==> config.mk <==
export PLATFORM = sky130hd
export DESIGN_NAME = flash_read_window
export DESIGN_NICKNAME = d
export VERILOG_FILES = /design/src/rtl/flashwin_pkg.sv /design/src/rtl/flashwin_datapath.sv /design/src/rtl/flashwin_ctrl.sv /design/src/rtl/flash_read_window.sv
export SDC_FILE = /design/constraint.sdc
export NUM_CORES = 1
export LEC_CHECK = 0
export ABC_AREA = 1
export CAP_MARGIN = 20
export CELL_PAD_IN_SITES_DETAIL_PLACEMENT = 1
export CELL_PAD_IN_SITES_GLOBAL_PLACEMENT = 2
export CORE_UTILIZATION = 38
export DETAILED_ROUTE_END_ITERATION = 10
export HOLD_SLACK_MARGIN = 0.12
export PLACE_DENSITY_LB_ADDON = 0.2
export SLEW_MARGIN = 20
export SYNTH_ARGS = -nofsm -noshare
export SYNTH_HDL_FRONTEND = slang
export SYNTH_SLANG_ARGS = --single-unit
==> constraint.sdc <==
create_clock -name clk -period 3.05 [get_ports clk]
set_input_delay 0.915 -clock clk [delete_from_list [all_inputs] [get_ports clk]]
set_output_delay 0.915 -clock clk [all_outputs]
set_load 0.01 [all_outputs]
==> src/rtl/flashwin_pkg.sv <==
package flashwin_pkg;

  typedef enum logic [2:0] {
    PH_IDLE,
    PH_CMD,
    PH_ADDR,
    PH_OPT,
    PH_DUMMY,
    PH_DATA
  } phase_e;

  // Strobes from the sequencer to the datapath, one per clock
  typedef struct packed {
    logic   startFill;   // a miss was accepted: retag line if needed
    logic   loadTx;      // reload the transmit shifter
    phase_e loadPhase;   // which phase the reload is for
    logic   shiftTx;     // advance the transmit shifter by one bit
    logic   shiftRx;     // shift flashMiso into the receive shifter
    logic   storeWord;   // a full word is in: write it to the buffer
    logic   respHit;     // answer from the buffer
    logic   respFill;    // answer with the word just received
  } winStrobes_t;

endpackage

==> src/rtl/flashwin_datapath.sv <==
module flashwin_datapath
  import flashwin_pkg::*;
#(
  parameter int OFS_W     = 26,
  parameter int EXT_W     = 4,
  parameter int BUF_WORDS = 32
) (
  input  logic                         clk,
  input  logic                         rstN,
  input  logic [OFS_W-3:0]             busWordAddr,
  input  logic [EXT_W-1:0]             extAddr,
  input  logic [2:0]                   addrMode,
  input  logic [7:0]                   cmdByte,
  input  logic [31:0]                  optBytes,
  input  logic                         flush,
  input  logic                         flashMiso,
  input  winStrobes_t                  strb,
  output logic                         hit,
  output logic [$clog2(BUF_WORDS)-1:0] reqIdx,
  output logic                         flashMosi,
  output logic [31:0]                  busRdata
);

  localparam int IDX_W = $clog2(BUF_WORDS);
  localparam int TAG_W = EXT_W + OFS_W - 2 - IDX_W;

  logic [TAG_W-1:0]     reqTag;
  logic [TAG_W-1:0]     lineTag;
  logic [BUF_WORDS-1:0] validBits;
  logic [31:0]          bufMem [BUF_WORDS];
  logic [IDX_W-1:0]     curIdx;
  logic [31:0]          txShift;
  logic [31:0]          txLoad;
  logic [31:0]          rxShift;
  logic [31:0]          rxNext;
  logic [31:0]          wideAddr;
  logic [31:0]          addrWord;

  assign reqIdx = busWordAddr[IDX_W-1:0];
  assign reqTag = {extAddr, busWordAddr[OFS_W-3:IDX_W]};
  assign hit    = (lineTag == reqTag) && validBits[reqIdx];

  // Flash byte address: extended nibble above the window offset
  assign wideAddr = 32'({extAddr, busWordAddr, 2'b00});
  assign addrWord = (addrMode == 3'd1) ? wideAddr : {wideAddr[23:0], 8'h00};

  always_comb begin
    unique case (strb.loadPhase)
      PH_CMD:  txLoad = {cmdByte, 24'h000000};
      PH_ADDR: txLoad = addrWord;
      PH_OPT:  txLoad = optBytes;
      default: txLoad = 32'h0;
    endcase
  end

  assign flashMosi = txShift[31];
  assign rxNext    = {rxShift[30:0], flashMiso};

  always_ff @(posedge clk or negedge rstN) begin
    if (!rstN) begin
      txShift <= '0;
      rxShift <= '0;
    end else begin
      if (strb.loadTx)       txShift <= txLoad;
      else if (strb.shiftTx) txShift <= {txShift[30:0], 1'b0};
      if (strb.shiftRx)      rxShift <= rxNext;
    end
  end

  // Line tag and per-word valid bits
  always_ff @(posedge clk or negedge rstN) begin
    if (!rstN) begin
      lineTag   <= '0;
      validBits <= '0;
      curIdx    <= '0;
    end else begin
      if (flush) validBits <= '0;
      if (strb.startFill) begin
        curIdx  <= reqIdx;
        lineTag <= reqTag;
        if (lineTag != reqTag) validBits <= '0;
      end
      if (strb.storeWord) begin
        validBits[curIdx] <= 1'b1;
        curIdx            <= curIdx + 1'b1;
      end
    end
  end

  always_ff @(posedge clk) begin
    if (strb.storeWord) bufMem[curIdx] <= rxNext;
  end

  always_ff @(posedge clk or negedge rstN) begin
    if (!rstN)              busRdata <= '0;
    else if (strb.respHit)  busRdata <= bufMem[reqIdx];
    else if (strb.respFill) busRdata <= rxNext;
  end

endmodule

==> src/rtl/flashwin_ctrl.sv <==
module flashwin_ctrl
  import flashwin_pkg::*;
#(
  parameter int BUF_WORDS = 32,
  parameter int BURST_W   = 5,
  parameter int DUMMY_W   = 5
) (
  input  logic                         clk,
  input  logic                         rstN,
  input  logic                         busReq,
  input  logic                         manualMode,
  input  logic                         hit,
  input  logic [$clog2(BUF_WORDS)-1:0] reqIdx,
  input  logic                         cmdEn,
  input  logic                         addrEn,
  input  logic                         optEn,
  input  logic                         dummyEn,
  input  logic [2:0]                   addrMode,
  input  logic [1:0]                   optCount,
  input  logic [DUMMY_W-1:0]           dummyM1,
  input  logic                         burstEn,
  input  logic [BURST_W-1:0]           burstM1,
  output winStrobes_t                  strb,
  output logic                         busReady,
  output logic                         flashCsN,
  output logic                         flashSclk
);

  localparam int WL_W  = $clog2(BUF_WORDS + 1);
  localparam int CNT_W = (DUMMY_W > 5) ? DUMMY_W : 5;

  phase_e           ph;
  phase_e           nextPh;
  logic             half;
  logic [CNT_W-1:0] bitCnt;
  logic [CNT_W-1:0] lenM1;
  logic [WL_W-1:0]  wordsLeft;
  logic [WL_W-1:0]  fillWords;
  logic             firstWord;
  logic             accept;
  logic             headEnd;
  logic             dataBitEnd;
  logic [15:0]      room16;
  logic [15:0]      burst16;

  // Next enabled phase after the current one; data always closes a frame
  always_comb begin
    nextPh = PH_DATA;
    if (ph == PH_IDLE && cmdEn)
      nextPh = PH_CMD;
    else if ((ph inside {PH_IDLE, PH_CMD}) && addrEn)
      nextPh = PH_ADDR;
    else if ((ph inside {PH_IDLE, PH_CMD, PH_ADDR}) && optEn)
      nextPh = PH_OPT;
    else if ((ph inside {PH_IDLE, PH_CMD, PH_ADDR, PH_OPT}) && dummyEn)
      nextPh = PH_DUMMY;
  end

  always_comb begin
    unique case (ph)
      PH_CMD:   lenM1 = CNT_W'(7);
      PH_ADDR:  lenM1 = (addrMode == 3'd1) ? CNT_W'(31) : CNT_W'(23);
      PH_OPT:   lenM1 = CNT_W'({optCount, 3'b111});
      PH_DUMMY: lenM1 = CNT_W'(dummyM1);
      default:  lenM1 = CNT_W'(31);
    endcase
  end

  // Burst length clipped at the end of the buffer line
  assign room16    = 16'(BUF_WORDS) - 16'(reqIdx);
  assign burst16   = burstEn ? (16'(burstM1) + 16'd1) : 16'd1;
  assign fillWords = WL_W'((burst16 < room16) ? burst16 : room16);

  assign accept     = (ph == PH_IDLE) && busReq && !manualMode && !busReady;
  assign headEnd    = half && (ph != PH_IDLE) && (ph != PH_DATA) && (bitCnt == lenM1);
  assign dataBitEnd = half && (ph == PH_DATA);

  always_comb begin
    strb           = '0;
    strb.startFill = accept && !hit;
    strb.respHit   = accept && hit;
    strb.loadTx    = (accept && !hit) || headEnd;
    strb.loadPhase = nextPh;
    strb.shiftTx   = half && (ph != PH_IDLE) && (ph != PH_DATA);
    strb.shiftRx   = dataBitEnd;
    strb.storeWord = dataBitEnd && (bitCnt == CNT_W'(31));
    strb.respFill  = dataBitEnd && (bitCnt == CNT_W'(31)) && firstWord;
  end

  assign flashCsN  = (ph == PH_IDLE);
  assign flashSclk = half;

  always_ff @(posedge clk or negedge rstN) begin
    if (!rstN) begin
      ph        <= PH_IDLE;
      half      <= 1'b0;
      bitCnt    <= '0;
      wordsLeft <= '0;
      firstWord <= 1'b0;
      busReady  <= 1'b0;
    end else begin
      busReady <= 1'b0;
      if (ph == PH_IDLE) begin
        if (accept) begin
          if (hit) begin
            busReady <= 1'b1;
          end else begin
            ph        <= nextPh;
            half      <= 1'b0;
            bitCnt    <= '0;
            wordsLeft <= fillWords;
            firstWord <= 1'b1;
          end
        end
      end else if (!half) begin
        half <= 1'b1;
      end else begin
        half <= 1'b0;
        if (ph == PH_DATA) begin
          if (bitCnt == CNT_W'(31)) begin
            bitCnt    <= '0;
            firstWord <= 1'b0;
            if (firstWord) busReady <= 1'b1;
            wordsLeft <= wordsLeft - 1'b1;
            if (wordsLeft == WL_W'(1)) ph <= PH_IDLE;
          end else begin
            bitCnt <= bitCnt + 1'b1;
          end
        end else if (bitCnt == lenM1) begin
          ph     <= nextPh;
          bitCnt <= '0;
        end else begin
          bitCnt <= bitCnt + 1'b1;
        end
      end
    end
  end

endmodule

==> src/rtl/flash_read_window.sv <==
module flash_read_window
  import flashwin_pkg::*;
#(
  parameter int OFS_W     = 26,
  parameter int EXT_W     = 4,
  parameter int BUF_WORDS = 32,
  parameter int BURST_W   = 5,
  parameter int DUMMY_W   = 5
) (
  input  logic               clk,
  input  logic               rstN,
  input  logic               busReq,
  input  logic [OFS_W-3:0]   busWordAddr,
  output logic               busReady,
  output logic [31:0]        busRdata,
  input  logic               manualMode,
  input  logic [EXT_W-1:0]   extAddr,
  input  logic [2:0]         addrMode,
  input  logic               cmdEn,
  input  logic [7:0]         cmdByte,
  input  logic               addrEn,
  input  logic               optEn,
  input  logic [1:0]         optCount,
  input  logic [31:0]        optBytes,
  input  logic               dummyEn,
  input  logic [DUMMY_W-1:0] dummyM1,
  input  logic               burstEn,
  input  logic [BURST_W-1:0] burstM1,
  input  logic               flush,
  output logic               flashCsN,
  output logic               flashSclk,
  output logic               flashMosi,
  input  logic               flashMiso
);

  localparam int IDX_W = $clog2(BUF_WORDS);

  winStrobes_t      strb;
  logic             hit;
  logic [IDX_W-1:0] reqIdx;

  flashwin_ctrl #(
    .BUF_WORDS(BUF_WORDS),
    .BURST_W  (BURST_W),
    .DUMMY_W  (DUMMY_W)
  ) i_ctrl (
    .clk       (clk),
    .rstN      (rstN),
    .busReq    (busReq),
    .manualMode(manualMode),
    .hit       (hit),
    .reqIdx    (reqIdx),
    .cmdEn     (cmdEn),
    .addrEn    (addrEn),
    .optEn     (optEn),
    .dummyEn   (dummyEn),
    .addrMode  (addrMode),
    .optCount  (optCount),
    .dummyM1   (dummyM1),
    .burstEn   (burstEn),
    .burstM1   (burstM1),
    .strb      (strb),
    .busReady  (busReady),
    .flashCsN  (flashCsN),
    .flashSclk (flashSclk)
  );

  flashwin_datapath #(
    .OFS_W    (OFS_W),
    .EXT_W    (EXT_W),
    .BUF_WORDS(BUF_WORDS)
  ) i_datapath (
    .clk        (clk),
    .rstN       (rstN),
    .busWordAddr(busWordAddr),
    .extAddr    (extAddr),
    .addrMode   (addrMode),
    .cmdByte    (cmdByte),
    .optBytes   (optBytes),
    .flush      (flush),
    .flashMiso  (flashMiso),
    .strb       (strb),
    .hit        (hit),
    .reqIdx     (reqIdx),
    .flashMosi  (flashMosi),
    .busRdata   (busRdata)
  );

endmodule

After elaboration in Yosys (flattened, before gate mapping)
Memories as Yosys holds them, arrays and structs flattened. Cells that the tools add are included.

Muxes and demuxes: 64. $add $sub $neg: 5. Eq/ne operators: 19. Order comparisons: 4. Bitwise operators: 1. Reduce and logical (&&, ||, !) cells: 37.

Operators with widths (count): $mux 32 (9); $pmux 32 s3 (1); $mux 6 (8); $mux 5 (9); $mux 3 (11); $or 32x32->32 (1); $eq 23x23->1 (1); $ne 23x23->1 (1); $mux 1 (22); $pmux 5 s4 (1); $logic_and 1x1->1 (17); $lt 16x16->1 (1); $reduce_bool 2->1 (7); $eq 3x2->1 const B (4); $lt 5x6->1 const B (2); $add 5x1->5 const B (2); $eq 3x1->1 const B (3); $ne 3x3->1 const B (3); $reduce_bool 3->1 (3); $sub 6x5->7 const A (1); $add 5x1->6 const B (1); $eq 3x3->1 const B (2); $eq 6x1->1 const B (1); $reduce_and 6->1 (1); 16 further kinds (18).

Input bits: 94. Memories: 1. Logic and storage cells: 143. Bits in registers: 172. RAM bits: 1024.

Memories: i_datapath.bufMem (depth 32, bits a word 32, rd ports 1, clocked after memory_dff 0, write ports 1, line flashwin_datapath.sv:30) `logic [31:0] bufMem [BUF_WORDS];`.

Longest topological paths before layout
Word-level depth: 11. Gate-level depth with buffers: 21. Gate-level depth less buffers: 15.

By module
From an unflattened synthesis, not the netlist that was laid out.

Cell total of the unflattened synthesis: 4802. Area total of the unflattened synthesis: 50807.5 sq um.

Modules (own cells, without submodules): flashwin_datapath (cells each 4558, area an instance 49134.6 sq um, instances 1); flashwin_ctrl (cells each 244, area an instance 1672.9 sq um, instances 1).

Least setup slack after synthesis
Ideal clock, no wire load.

Path kind: input port to flip-flop. Start: input busWordAddr[0]. End: register i_ctrl.wordsLeft[3]. Library setup time: 0.116 ns. Arrival: 3.127 ns. Required time: 2.934 ns. Cell stages on the path: 17. Slack: -0.193 ns. Buffers on the path: 6. Path through: buf_6 inv_6 buf_6 buf_6 buf_6 buf_6 buf_2 ha_1 nand3_1 xor2_1 ha_1 a21oi_1 nand2_2 o211ai_1 nand2_1 nand2_1 nand2_1.

Cells in the longest elaborated chain, start to end: 6.

Ends and longest elaborated chain: start, declared (line flash_read_window.sv:13) `input logic [OFS_W-3:0] busWordAddr,`; $sub 6x5->7 (line flashwin_ctrl.sv:70) `assign room16 = 16'(BUF_WORDS) - 16'(reqIdx);`; $lt 16x16->1 (line flashwin_ctrl.sv:72) `assign fillWords = WL_W'((burst16 < room16) ? burst16 : room16);`; $mux 6 (line flashwin_ctrl.sv:72); $mux 6 (line flashwin_ctrl.sv:105) `if (hit) begin`; $mux 6 (line flashwin_ctrl.sv:104) `if (accept) begin`; $mux 6 (line flashwin_ctrl.sv:103) `if (ph == PH_IDLE) begin`; end signal, assigned (line flashwin_ctrl.sv:111) `wordsLeft <= fillWords;`; end signal, assigned (line flashwin_ctrl.sv:124) `wordsLeft <= wordsLeft - 1'b1;`; end, declared (line flashwin_ctrl.sv:37) `logic [WL_W-1:0] wordsLeft;`.

Parallel ways exist; a longest one is shown, timed or not. The select of a mux whose other input is x is not followed. A chain may end at the register's enable or synchronous reset.

Final worst setup path
Start: register i_ctrl.ph[0]. End: output flashCsN.

Cells in the longest elaborated chain, start to end: 1.

Ends and longest elaborated chain: start, declared (line flashwin_ctrl.sv:32) `phase_e ph;`; start signal, assigned (line flashwin_ctrl.sv:108) `ph <= nextPh;`; start signal, assigned (line flashwin_ctrl.sv:130) `ph <= nextPh;`; $logic_not 3->1 (line flashwin_ctrl.sv:90) `assign flashCsN = (ph == PH_IDLE);`; end, declared (line flash_read_window.sv:30) `output logic flashCsN,`.

No other way between the ends.

==> flow_metrics.tcl <==
set metrics [dict create \
    cp_max_fo 6 \
    rsz0062_at_grt "no" \
    maxCapViolCount 0 \
    clk_pin_slew_ns 0.06 \
    insertion_delay_ns 0.78 \
    maxSlewHeadroom_pct 27.88 \
    initial_core_util_pct 38.52 \
    async_reset_ff_share_pct 14.38 \
    yosysSeqAreaShare_pct 69.93 \
    synth_cell_type_count 41 \
    combPwrFrac_pct 15.8 \
    switching_share_pct 28.75 \
    ys_warn_count 0 \
    post-place-ws_ns -0.4625 \
    arrival_ns 2.02 \
    fmaxAchievable_mhz 340.7 \
    syn2layout_area_growth_pct 19.11 \
    die-area_um2 133400 \
    grt_max_degree 104 \
    cp_cell_sequence "nor2_4 > nand2_4 > inv_4 > clkdlybuf4s50_1" \
    cts-root-buf "clkbuf_16" \
    start_kind "flip-flop" \
    dp_hpwl_mm 97.00 \
    numCtsBuffers 137 \
    grt_usage_pct 25.36 \
    dr_total_vias 36010 \
    setup_violations 0 \
    drive_above_1_share_pct 11.11 \
    tritoncts "done" \
    place.gp.congestion 0.7940 \
    worst_pin_slew_ns 1.082 \
    hp-class "reg -> reg" \
    slew_violations 0 \
    period_share_pct 96.23 \
    slowest_delay_ns 0.52 \
    crit_slowest_cell "clkdlybuf4s50_1" \
    routed_via_density 5.543 \
    outcome "finished, final reports clean" \
    leakage_nw 21.57 \
    r2r_slack_ns 0.37 \
    crit_required_ns 2.13 \
    clk_path_buf_depth 3 \
    grt_pass1_vias 36260 \
    finalHoldViolations 0 \
    synth_area_um2 50130 \
    wl_per_cell_um 26.05 \
    dr.pass1.iters 5 \
    io_pins 130 \
    port_buffers 129 \
    synthesis.nets 4512 \
    ys_ff_latch 1196 \
    drtIter0Drc 3090 \
    grt_pass1_wl_mm 247.2 \
    fin_crit_ns 2.935 \
    drc_errors 0 \
    vdd.ir_drop.worst_mv 0.5712 \
    routed_wl_mm 169.2 \
    placed_area_um2 55290 \
    p_seq_share_pct 47.8 \
    fillers 13750 \
    final_cell_mix "1024 x edfxtp_1, 646 x nor2_1, 634 x nand2_1" \
    p_int_mw 31.71 \
    path_class "reg -> out" \
    timing.hold.ws_ns 0.4947 \
    synth_ff_type "edfxtp_1" \
    finalPower_mw 44.51 \
    syn_avg_cell_area_um2 11.38 \
    fin_nets 4754 \
    power.density_nw_per_um2 745.4 \
    setup_ws_ns 0.1149 \
    clockPowerShare_pct 36.4 \
    antenna_cells 0 \
    postLayoutCellArea_um2 59710 \
    core_area_um2 130100 \
    cts.sinks 1196 \
    antenna_found_initial 1 \
    htreeDepth 4 \
    final_common_cell "edfxtp_1" \
    die_x_um 365.2 \
    syn_inst 4403 \
    switching_power_mw 12.80 \
    rows 132 \
    gr-total-overflow 0 \
    final_core_util_pct 45.88 \
    critical_path.endpoint_type "output port" \
    ant_nets 0 \
    synth_edf_count 1024 \
    die_y_um 365.2 \
    skew_ns 0.03259 \
]
[worst paths after layout]
check	startpoint	to	depth (start not counted)
min	i_datapath.rxShift[18]$_DFFE_PN0P_	i_datapath.rxShift[18]$_DFFE_PN0P_	1
max in group asynchronous	rstN	i_datapath.validBits[7]$_DFF_PN0_	3
max reg2reg	i_ctrl.bitCnt[1]$_DFFE_PN0P_	i_datapath.bufMem[29][3]$_DFFE_PP_	10
min in group asynchronous	rstN	i_ctrl.wordsLeft[5]$_DFFE_PN0P_	2
min reg2reg	i_datapath.rxShift[18]$_DFFE_PN0P_	i_datapath.rxShift[18]$_DFFE_PN0P_	1
max	i_ctrl.ph[0]$_DFFE_PN0P_	flashCsN	4
[state kept, by name, indices dropped and copies added, names as in the netlist, 3 cells and up]
name	count
i_ctrl.ph	3
i_datapath.txShift	32
i_datapath.bufMem	1024
i_datapath.validBits	32
i_datapath.curIdx	5
i_datapath.rxShift	31
i_ctrl.bitCnt	5
i_datapath.busRdata	32
i_ctrl.wordsLeft	6
i_datapath.lineTag	23
[kinds of logic (layout without fill, tap and decap cells)]
| logic type | count (synthesis) | count (layout) | synth area share (%) |
|---|---|---|---|
| simple gates | 1622 | 1622 | 13.08 |
| fa+ha+maj | 15 | 15 | 0.3744 |
| flops | 1196 | 1196 | 69.93 |
| xor+xnor | 18 | 18 | 0.3145 |
| mux | 18 | 18 | 0.3644 |
| buf+inv | 496 | 847 | 4.313 |
| compound gates | 1038 | 1038 | 11.62 |
[metrics by stage]
stage / cells / TNS [ns]
6_report: 6496 / 0
2_1_floorplan: 4403 / -44.34
3_5_place_dp: 6242 / -43.56
3_3_place_gp: 6242 / -35.97
5_1_grt: 6496 / 0
4_1_cts: 6494 / 0
[cells in the mapped netlist, types with 2 or more instances]
library cell	n	area, µm²
inv_2	8	30.03
a21oi_1	33	165.2
nand2_1	634	2380
clkbuf_1	141	529.3
a32oi_1	8	70.07
buf_4	26	195.2
xor2_1	10	87.58
nand2_2	7	43.79
o21ai_1	69	345.3
o22ai_1	173	1082
ha_1	15	187.7
mux2i_1	16	160.2
or2_1	3	18.77
buf_6	11	123.9
dfrtp_1	172	4304
o21a_1	13	97.59
a22o_1	4	35.03
o21ai_0	605	3028
nor2_4	2	22.52
buf_2	92	460.4
mux2_2	2	22.52
nor3_1	4	20.02
nand4_1	24	150.1
nor2_1	678	2545
o211ai_1	129	968.4
buf_1	23	86.33
inv_1	193	724.4
edfxtp_1	1024	30750
nand3_1	265	1326
xnor2_1	8	70.07
[layout make-up]
| type | count | area [µm²] | area share [%] |
|---|---|---|---|
| Inverter | 203 | 793.3 | 1.329 |
| Timing Repair Buffer | 396 | 4123 | 6.905 |
| Clock inverter | 59 | 631.9 | 1.058 |
| Sequential cell | 1196 | 35060 | 58.73 |
| Clock buffer | 189 | 3717 | 6.226 |
| Multi-Input combinational cell | 2711 | 13200 | 22.11 |
| Tap cell | 1742 | 2180 | 3.650 |
[per-layer routing]
metal	wire length, µm	track usage (%)
met3	7625	3.312
met1	77820	35.80
met4	3873	6.695
met2	79860	41.18
met5	13	0
[critical path: cells and delay by family, from the launching register on]
family                 cells  cell delay [ns]
and+or+nand+nor            2             0.24
buffers and inverters      2             0.60
DFF                        1             0.42
[power groups by stage]
stage | logic (mW) | clock network, mW | registers [mW]
floorplan | 3.36 | 0 | 21.8
global placement | 6.77 | 0 | 21.6
detailed placement | 6.92 | 0 | 21.6
CTS | 7.03 | 16.5 | 21.3
global route | 7.76 | 17.0 | 21.4
finish | 7.03 | 16.2 | 21.3
[what timing repair did]
action | in CTS | in global routing
hold endpoints to repair | 38 | 0
pin swaps | 1 | 0
setup endpoints to repair | 1 | 1
setup buffers | 3 | 2
resized for setup | 5 | 0
hold buffers | 1 | 0
No activity file was read; power rests on OpenSTA's default activity.
